--- src/rtl/abd_pkg.sv ---
package abd_pkg;
   typedef enum logic [1:0] {
      ST_IDLE,
      ST_MEASURE,
      ST_DIVIDE,
      ST_LOCKED
   } abd_state_e;

   // clock cycles covered by a run of 'bits' bit times at 'rate' bit/s
   function automatic longint run_cycles(longint clk_hz, longint rate, longint bits);
      return (bits * clk_hz) / rate;
   endfunction
endpackage

--- src/rtl/abd_sync.sv ---
module abd_sync #(
   parameter int STAGES = 2
) (
   input  logic clk,
   input  logic rst_n,
   input  logic d,
   output logic q
);
   generate
      if (STAGES == 0) begin : g_bypass
         assign q = d;
      end else begin : g_chain
         logic [STAGES-1:0] chain;
         always_ff @(posedge clk or negedge rst_n) begin
            if (!rst_n) chain <= '1;
            else        chain <= {chain[STAGES-2 >= 0 ? STAGES-2 : 0 : 0], d} ;
         end
         assign q = chain[STAGES-1];
      end
   endgenerate
endmodule

--- src/rtl/abd_run_timer.sv ---
module abd_run_timer #(
   parameter int LEN_W   = 10,
   parameter int SAT_LEN = 991
) (
   input  logic             clk,
   input  logic             rst_n,
   input  logic             en,
   input  logic             line,
   output logic             len_valid,
   output logic [LEN_W-1:0] len
);
   logic             prev_line;
   logic             in_run;
   logic [LEN_W-1:0] cnt;

   always_ff @(posedge clk or negedge rst_n) begin
      if (!rst_n) begin
         prev_line <= 1'b1;
         in_run    <= 1'b0;
         cnt       <= '0;
         len_valid <= 1'b0;
         len       <= '0;
      end else begin
         prev_line <= line;
         len_valid <= 1'b0;
         if (!en) begin
            in_run <= 1'b0;
            cnt    <= '0;
         end else if (prev_line && !line) begin
            in_run <= 1'b1;
            cnt    <= LEN_W'(1);
         end else if (in_run && !line) begin
            if (cnt != LEN_W'(SAT_LEN)) cnt <= cnt + LEN_W'(1);
         end else if (in_run && line) begin
            in_run    <= 1'b0;
            len_valid <= 1'b1;
            len       <= cnt;
         end
      end
   end
endmodule

--- src/rtl/abd_const_div.sv ---
module abd_const_div #(
   parameter int NW  = 10,
   parameter int DEN = 9
) (
   input  logic          clk,
   input  logic          rst_n,
   input  logic          start,
   input  logic [NW-1:0] num,
   output logic          done,
   output logic [NW-1:0] quo
);
   localparam int CW = $clog2(NW + 1);

   logic [NW-1:0] rem;
   logic [CW-1:0] steps;
   logic          busy;
   logic [NW:0]   trial;
   logic          take;

   assign trial = {rem, quo[NW-1]};
   assign take  = trial >= (NW+1)'(DEN);

   always_ff @(posedge clk or negedge rst_n) begin
      if (!rst_n) begin
         rem   <= '0;
         quo   <= '0;
         steps <= '0;
         busy  <= 1'b0;
         done  <= 1'b0;
      end else begin
         done <= 1'b0;
         if (start) begin
            quo   <= num;
            rem   <= '0;
            steps <= CW'(NW);
            busy  <= 1'b1;
         end else if (busy) begin
            rem   <= take ? NW'(trial - (NW+1)'(DEN)) : NW'(trial);
            quo   <= {quo[NW-2:0], take};
            steps <= steps - CW'(1);
            if (steps == CW'(1)) begin
               busy <= 1'b0;
               done <= 1'b1;
            end
         end
      end
   end
endmodule

--- src/rtl/auto_baud_detect.sv ---
module auto_baud_detect
   import abd_pkg::*;
#(
   parameter int CLK_HZ      = 50_000_000,
   parameter int RATE_SLOW   = 2400,
   parameter int RATE_FAST   = 9600,
   parameter int LOW_BITS    = 9,
   parameter int MARGIN_PCT  = 10,
   parameter int TOL_PCT     = 3,
   parameter int SYNC_STAGES = 2,
   localparam int RUN_FAST = int'(run_cycles(CLK_HZ, RATE_FAST, LOW_BITS)),
   localparam int RUN_SLOW = int'(run_cycles(CLK_HZ, RATE_SLOW, LOW_BITS)),
   localparam int MIN_LOW  = RUN_FAST * (100 - MARGIN_PCT) / 100,
   localparam int MAX_LOW  = int'((longint'(RUN_SLOW) * (100 + MARGIN_PCT)) / 100),
   localparam int LEN_W    = $clog2(MAX_LOW + LOW_BITS + 2),
   localparam int DIV_LO   = (MIN_LOW + LOW_BITS / 2) / LOW_BITS,
   localparam int DIV_HI   = (MAX_LOW + LOW_BITS / 2) / LOW_BITS
) (
   input  logic             clk,
   input  logic             rst_n,
   input  logic             rx_line,
   input  logic             arm,
   output logic [LEN_W-1:0] baud_div,
   output logic             locked,
   output logic             rate_err,
   output logic             echo_req
);
   localparam int PROD_W = LEN_W + 8;

   generate
      if (RATE_FAST <= RATE_SLOW) begin : g_bad_rates
         $error("RATE_FAST must exceed RATE_SLOW");
      end
      if (MARGIN_PCT >= 100 || TOL_PCT >= 100) begin : g_bad_pct
         $error("percent parameters must be below 100");
      end
      if (MIN_LOW < 2 || LEN_W < 3) begin : g_bad_clock
         $error("clock too slow for the fastest rate");
      end
      if (SYNC_STAGES < 0 || SYNC_STAGES > 4) begin : g_bad_sync
         $error("SYNC_STAGES must be 0..4");
      end
   endgenerate

   abd_state_e       st;
   logic             line_s;
   logic             len_valid;
   logic [LEN_W-1:0] len;
   logic [LEN_W-1:0] ref_len;
   logic             have_ref;
   logic [LEN_W-1:0] diff;
   logic [PROD_W-1:0] lhs, rhs;
   logic             in_range, agree;
   logic             div_start, div_done;
   logic [LEN_W-1:0] div_num, quo;

   abd_sync #(.STAGES(SYNC_STAGES)) u_sync (
      .clk(clk), .rst_n(rst_n), .d(rx_line), .q(line_s)
   );

   abd_run_timer #(.LEN_W(LEN_W), .SAT_LEN(MAX_LOW + 1)) u_timer (
      .clk(clk), .rst_n(rst_n), .en(st == ST_MEASURE), .line(line_s),
      .len_valid(len_valid), .len(len)
   );

   abd_const_div #(.NW(LEN_W), .DEN(LOW_BITS)) u_div (
      .clk(clk), .rst_n(rst_n), .start(div_start), .num(div_num),
      .done(div_done), .quo(quo)
   );

   assign diff     = (len > ref_len) ? len - ref_len : ref_len - len;
   assign lhs      = PROD_W'(diff) * PROD_W'(100);
   assign rhs      = PROD_W'(ref_len) * PROD_W'(TOL_PCT);
   assign agree    = have_ref && (lhs <= rhs);
   assign in_range = (len >= LEN_W'(MIN_LOW)) && (len <= LEN_W'(MAX_LOW));

   always_ff @(posedge clk or negedge rst_n) begin
      if (!rst_n) begin
         st        <= ST_IDLE;
         ref_len   <= '0;
         have_ref  <= 1'b0;
         rate_err  <= 1'b0;
         baud_div  <= '0;
         locked    <= 1'b0;
         echo_req  <= 1'b0;
         div_start <= 1'b0;
         div_num   <= '0;
      end else begin
         echo_req  <= 1'b0;
         div_start <= 1'b0;
         case (st)
            ST_IDLE: begin
               if (arm) begin
                  st       <= ST_MEASURE;
                  rate_err <= 1'b0;
                  have_ref <= 1'b0;
               end
            end
            ST_MEASURE: begin
               if (arm) begin
                  rate_err <= 1'b0;
                  have_ref <= 1'b0;
               end else if (len_valid) begin
                  if (!in_range) begin
                     rate_err <= 1'b1;
                     have_ref <= 1'b0;
                  end else if (agree) begin
                     div_num   <= len + LEN_W'(LOW_BITS / 2);
                     div_start <= 1'b1;
                     st        <= ST_DIVIDE;
                  end else begin
                     ref_len  <= len;
                     have_ref <= 1'b1;
                  end
               end
            end
            ST_DIVIDE: begin
               if (div_done) begin
                  baud_div <= quo;
                  locked   <= 1'b1;
                  echo_req <= 1'b1;
                  st       <= ST_LOCKED;
               end
            end
            default: ;
         endcase
      end
   end
endmodule

--- config.mk ---
export PLATFORM = sky130hd
export DESIGN_NAME = auto_baud_detect
export DESIGN_NICKNAME = d
export VERILOG_FILES = /design/src/rtl/abd_pkg.sv /design/src/rtl/abd_sync.sv /design/src/rtl/abd_run_timer.sv /design/src/rtl/abd_const_div.sv /design/src/rtl/auto_baud_detect.sv
export SDC_FILE = /design/constraint.sdc
export NUM_CORES = 1
export LEC_CHECK = 0
export ABC_AREA = 1
export BUFFER_PORTS_ARGS = -buffer_cell sky130_fd_sc_hd__buf_2
export CORE_MARGIN = 5
export CORE_UTILIZATION = 45
export CTS_CLUSTER_DIAMETER = 200
export CTS_CLUSTER_SIZE = 16
export DETAILED_ROUTE_END_ITERATION = 8
export GPL_TIMING_DRIVEN = 0
export SLEW_MARGIN = 10
export SYNTH_ARGS = -nofsm -noshare
export SYNTH_HDL_FRONTEND = slang
export SYNTH_SLANG_ARGS = --single-unit
--- constraint.sdc ---
create_clock -name clk -period 10.9 [get_ports clk]
set_clock_uncertainty 0.05 [all_clocks]
set_input_delay 0.545 -clock clk [delete_from_list [all_inputs] [get_ports clk]]
set_output_delay 0.545 -clock clk [all_outputs]
set_load 0.1 [all_outputs]
[After elaboration in Yosys (flattened, before gate mapping)]
Cells that the tools add are included.
Storage, ports and cells
  register bits: 145
  bits of input ports: 4
  output and inout port bits: 21
  logic and storage cells: 123
Operators by class
  add/subtract/negate cells: 6
  $mul: 2
  magnitude comparators: 5
  eq/ne operators: 17
  multiplexer cells: 50
  bitwise operators: 4
  reduce and logical (&&, ||, !) cells: 19
Operators with widths (count)
  18-bit two-way mux: 10
  18-bit subtractor: 2
  1-bit two-way mux: 29
  25-bit by 20-bit less-or-equal comparator with 1-bit output: 1
  18-bit by 5-bit multiplier with 23-bit output (second input constant): 1
  18-bit by 2-bit multiplier with 20-bit output (second input constant): 1
  19-bit by 4-bit >= comparator with 1-bit output (second input constant): 1
  18-bit by 1-bit adder with 18-bit output (second input constant): 1
  18-bit by 3-bit adder with 18-bit output (second input constant): 1
  18-bit by 16-bit >= comparator with 1-bit output (second input constant): 1
  18-bit greater-than comparator: 1
  18-bit less-or-equal comparator (second input constant): 1
  18-bit != test (second input constant): 1
  3-bit != test (second input constant): 6
  18-bit by 4-bit subtractor with 18-bit output (second input constant): 1
  2-bit two-way mux: 6
  4-bit AND reduction: 3
  5-bit two-way mux: 2
  2-bit != test (second input constant): 5
  5-bit AND reduction: 2
  7-bit AND reduction: 1
  2-bit case mux with 3 select lines: 1
  2-bit AND reduction: 3
  5-bit by 1-bit == test with 1-bit output (second input constant): 1
  12 further kinds: 21

[Depth between registers and ports, before layout]
  depth after elaboration: 10
  mapped depth: 45

[Hierarchy]
A second synthesis with hierarchy kept.
Second synthesis, totals
  cell total of the unflattened synthesis: 1745
  area, all modules: 12743.5 µm²
Modules (own cells, without submodules)
  auto_baud_detect: times used 1, cells each 1184, area each 8260.4 µm²
  abd_const_div: times used 1, cells each 307, area each 2444.8 µm²
  abd_run_timer: times used 1, cells each 252, area each 1985.7 µm²
  abd_sync: times used 1, cells each 2, area each 52.6 µm²

[Least setup slack after synthesis]
Ideal clock, no wire load.
  path type: reg2reg
  start: register u_timer.len[6]
  end: register ref_len[8]
  arrival: 5818 ps
  data required time: 10729 ps
  setup slack: 4911 ps
  stages on the path, launching flop included: 39
  path buffers: 2
  path through: dfrtp_1 clkinv_1 ha_1 nand2_2 nor2_4 nand4_1 or3_1 nand2_2 buf_6 inv_4 nand2_1 nand2_1 xnor2_1 ha_1 ha_1 inv_1 fa_1 inv_1 [... 3 more ...] nand2_1 nand3_1 xor2_1 ha_1 nand2_1 nor2_1 nand2_1 nor2_1 nand2_1 a21oi_1 nand2_1 nor2_1 nand2_1 nor2_4 nand2_4 nand2_8 buf_8 o21ai_2
On the way
  cells in the longest elaborated chain, start to end: 7
  elaborated cells between the ends (all ways): 12
  classes of those cells: 2 x add/sub; 1 x mul; 4 x order compare; 1 x mux; 1 x bitwise; 3 x reduce/logical
Ends and longest elaborated chain
  from (decl): line abd_run_timer.sv:10  | output logic [LEN_W-1:0] len
  from (signal assigned): line abd_run_timer.sv:37  | len <= cnt;
  18-bit subtractor / 18-bit greater-than comparator (equally long branches): line auto_baud_detect.sv:71  | assign diff = (len > ref_len) ? len - ref_len : ref_len - len;
  18-bit two-way mux: line auto_baud_detect.sv:71
  18-bit by 5-bit multiplier with 23-bit output: line auto_baud_detect.sv:72  | assign lhs = PROD_W'(diff) * PROD_W'(100);
  25-bit by 20-bit less-or-equal comparator with 1-bit output: line auto_baud_detect.sv:74  | assign agree = have_ref && (lhs <= rhs);
  1-bit logical AND: line auto_baud_detect.sv:74
  1-bit NOT (no line)
  5-bit AND reduction (no line) *
  to (signal assigned): line auto_baud_detect.sv:112  | ref_len <= len;
  to (decl): line auto_baud_detect.sv:49  | logic [LEN_W-1:0] ref_len;
Every way passes the cells marked *; elsewhere a longest branch is shown, timed or not.
A chain may end at the register's enable or synchronous reset.

[Worst setup path after layout]
  start: register u_timer.len[6]
  end: register ref_len[16]
Same word-level chain as after synthesis.

==> results.md <==
- Pwr Density: 232 nW/um2
- Post-route ant nets: 0
- RSZ-0062 raised after global routing: false
- Remaining Overflow, GRT: 0
- CTS sink count: roughly 150
- Layout Cells excl Fill: about 2.1k
- Hpwl dp: 26700 um
- Largest net degree at the start of global routing: 111
- Layout area overhead: 9.81%
- DRC viols: 0
- Filler cells: 2835
- Syn. warnings: 0
- CP max-delay cell: ha_1
- # Post-CTS Setup Buffers: 0
- Cell mode on critical path: nand2_1
- Vias in the first global route: around 11k
- Worst Setup Start Kind: register
- Layout Utilization: between 40% and 50%
- R2r setup slk: ~3700 ps
- Async S/R FF share, synth: 100%
- Fin Setup TNS: 0 ps
- Drt total wl: ~33000 um
- Design Area, Final: between 10000 and 15000 um2
- Post-DP Area: 13100 um2
- Fmax: between 100 and 150 MHz
- RR Startpoint: u_timer.len[6]$_DFFE_PN0P_
- Min-Delay Path Depth: 1
- Worst Setup End Kind: register
- Core area: 27600 um2
- Hold Fails Final Rpt: 0
- Cell variety after synth: between 50 and 60
- Post-synth top flop: dfrtp_1
- Max-cap viol count: 0
- Via count: 11.0k
- Initial antenna violation count: 0
- Worst-margin pin slew: about 630 ps
- Ant diodes: 0
- Inst Count DP: 2105
- Cell chosen for the clock root: clkbuf_16
- Die Footprint: 31200 um2
- H-tree depth: 4
- Yosys reg bits: approximately 150
- Clk_lat worst skew: 430 ps
- Ratio of cells with drive above 1 in the final layout: 8.41%
- Pre-Repair DR Iteration Count: 5
- CP max FO: 10
- I/O Buffers: 24
- Post-synth design cell area: 12500 um2
- Syn avg cell area: around 7.4 um2
- Worst path arrival time: ~7500 ps
- Status: completed
- Reg clk slew, reported paths: 60 ps
- R2R Path End: ref_len[16]$_DFFE_PN0P_
- Via/cell ratio: 5.13
- Routed wire length per instance: 15.4 um
- DR iter-0 viols: 648
- GRT Total Usage: 21.6%
- Initial Util: 45.3%
- P_leak: 0.00721 uW
- Placer Congestion: 0.950
- Slew Viols, Final: 0
- CP Class: reg2reg
- Syn Nets: 1862
- Mapped Cells: roughly 1.7k
- # setup viols final: 0
- Tmin final: 7190 ps
- I/O Pins: 25
- Worst Hold End: u_sync.g_chain.chain[0]$_DFF_PN1_
- Max Root-Sink Buffers: 2
- Relative slew slack: 57.7%
- CTS tree: yes
- NumNets Final: about 1.9k
- Hold path startpoint: rx_line
- Data required, critical path: 11150 ps
- VDD IR max: 0.000175 V
- Hold_ws: 163 ps
- Register area share after synthesis: between 20% and 30%
- Final Cycle Share: 66.0%
- Global-route wire length before repair: 54500 um
- Worst r2r path cells: 38
- Post-synth EDFFs: 0
- Hold Path Class: in2reg
- Die width: approximately 180 um
- Die height: 177 um
- CTS Buf Count: 17
- Row cnt: 61
- Slowest Stage Delay on Critical Path: roughly 520 ps
per-stage QoR:
step / setup WS, ps / total power (uW)
finish: 3710 / 3190
global route: 3240 / 3570
CTS: 3680 / 3240
detailed placement: 3720 / 2640
global placement: 3730 / 2590
floorplan: 4910 / 2160
Yosys cell counts (5+ instances only):
cell	count	share of area, %
o21ai_2	13	0.91
inv_2	19	0.57
nor3_1	25	1.0
nand3_1	68	2.7
o21ai_1	21	0.84
a31oi_1	7	0.35
xor2_1	58	4.1
ha_1	140	14
inv_1	262	7.9
dfrtp_1	142	28
nor2_2	5	0.25
o21ai_0	133	5.3
a21oi_1	98	3.9
xnor2_1	23	1.6
o211ai_1	19	1.1
buf_6	6	0.54
clkbuf_1	19	0.57
o21bai_1	8	0.48
nor4_1	11	0.55
nand2_1	370	11
nand4_1	25	1.2
nand2_2	24	1.2
a21o_1	7	0.42
nor2_1	124	3.7
fa_1	16	2.6
placed cells by master (no fill, tap or decap), drive strengths merged, types with 3 or more instances in the layout:
cell / instances
inv: 282
clkinv: 7
bufinv: 3
nand2: 396
nor3: 27
dfrtp: 142
a31oi: 7
fa: 16
o2111ai: 3
a21o: 7
xor2: 58
o21ai: 167
nand4: 25
o211ai: 19
o22ai: 4
nand3: 73
ha: 140
clkbuf: 40
nor2: 132
or2: 3
o21bai: 8
nor4: 12
a21oi: 98
clkinvlp: 3
nand3b: 3
xnor2: 23
buf: 39
o31ai: 3
dfstp: 3
cell type report:
type	count	area, um2	area share, %
inverters	285	1080	7.84
multi-input cells	1239	7580	55.2
clock buffers	21	450	3.28
clock inverters	10	136	0.992
flip-flops and latches	145	3630	26.4
well taps	378	473	3.44
plain buffers	33	221	1.61
repair buffers	26	168	1.22
per-layer routing:
layer | routed length [um] | vias up | global-route usage (%)
met1 | 15900 | 5130 | 30.4
met4 | 363 | 0 | 4.77
met5 | 0 | - | 0
li1 | - | 5621 | -
met3 | 1200 | 27 | 2.52
met2 | 15400 | 183 | 35.7
critical path: cells and delay by family, from the launching register on:
kind / cells / cell delay (ps)
AO/OA/AOI/OAI: 3 / 500
XOR/XNOR: 2 / 450
adder cells (fa/ha/maj): 6 / 2270
buffers and inverters: 6 / 740
flip-flops: 1 / 370
AND/OR/NAND/NOR: 21 / 2650
power by group:
part           internal [uW]  leakage (uW)  switching (uW)
sequential               551       0.00199            9.27
combinational            749       0.00494            1300
clock                    363      0.000279             223
logic make-up (layout without fill, tap and decap cells):
kind of cell / Yosys count / in the layout / share of synthesized area, %
buffers and inverters: 318 / 375 / 10.4
flip-flops: 145 / 145 / 29.0
adder cells (fa/ha/maj): 156 / 156 / 16.6
XOR/XNOR: 81 / 81 / 5.67
AO/OA/AOI/OAI: 326 / 326 / 14.6
AND/OR/NAND/NOR: 676 / 676 / 23.8
what timing repair did:
action,CTS,global route
hold endpoints to repair,35,0
hold buffers,1,0
gates resized for setup,0,0
registers in the layout (all words and copies together), names as in the netlist, 2 cells and up:
signal	cells
div_num	18
u_div.quo	18
u_div.steps	5
u_sync.g_chain.chain	2
u_timer.cnt	18
baud_div	18
st	2
u_div.rem	18
ref_len	18
u_timer.len	18
worst max path at each step:
| stage | from | to | slack [ps] | cells past startpoint |
|---|---|---|---|---|
| 3_3_place_gp | u_timer.len[6]$_DFFE_PN0P_ | ref_len[16]$_DFFE_PN0P_ | 3730 | 38 |
| 6_report | u_timer.len[6]$_DFFE_PN0P_ | ref_len[16]$_DFFE_PN0P_ | 3710 | 38 |
| 3_5_place_dp | u_timer.len[6]$_DFFE_PN0P_ | ref_len[1]$_DFFE_PN0P_ | 3720 | 38 |
| 2_1_floorplan | u_timer.len[6]$_DFFE_PN0P_ | ref_len[8]$_DFFE_PN0P_ | 4910 | 38 |
| 4_1_cts | u_timer.len[6]$_DFFE_PN0P_ | ref_len[10]$_DFFE_PN0P_ | 3680 | 38 |
| 5_1_grt | u_timer.len[6]$_DFFE_PN0P_ | ref_len[16]$_DFFE_PN0P_ | 3240 | 39 |
Note: power is estimated with default switching activity, not from simulation.
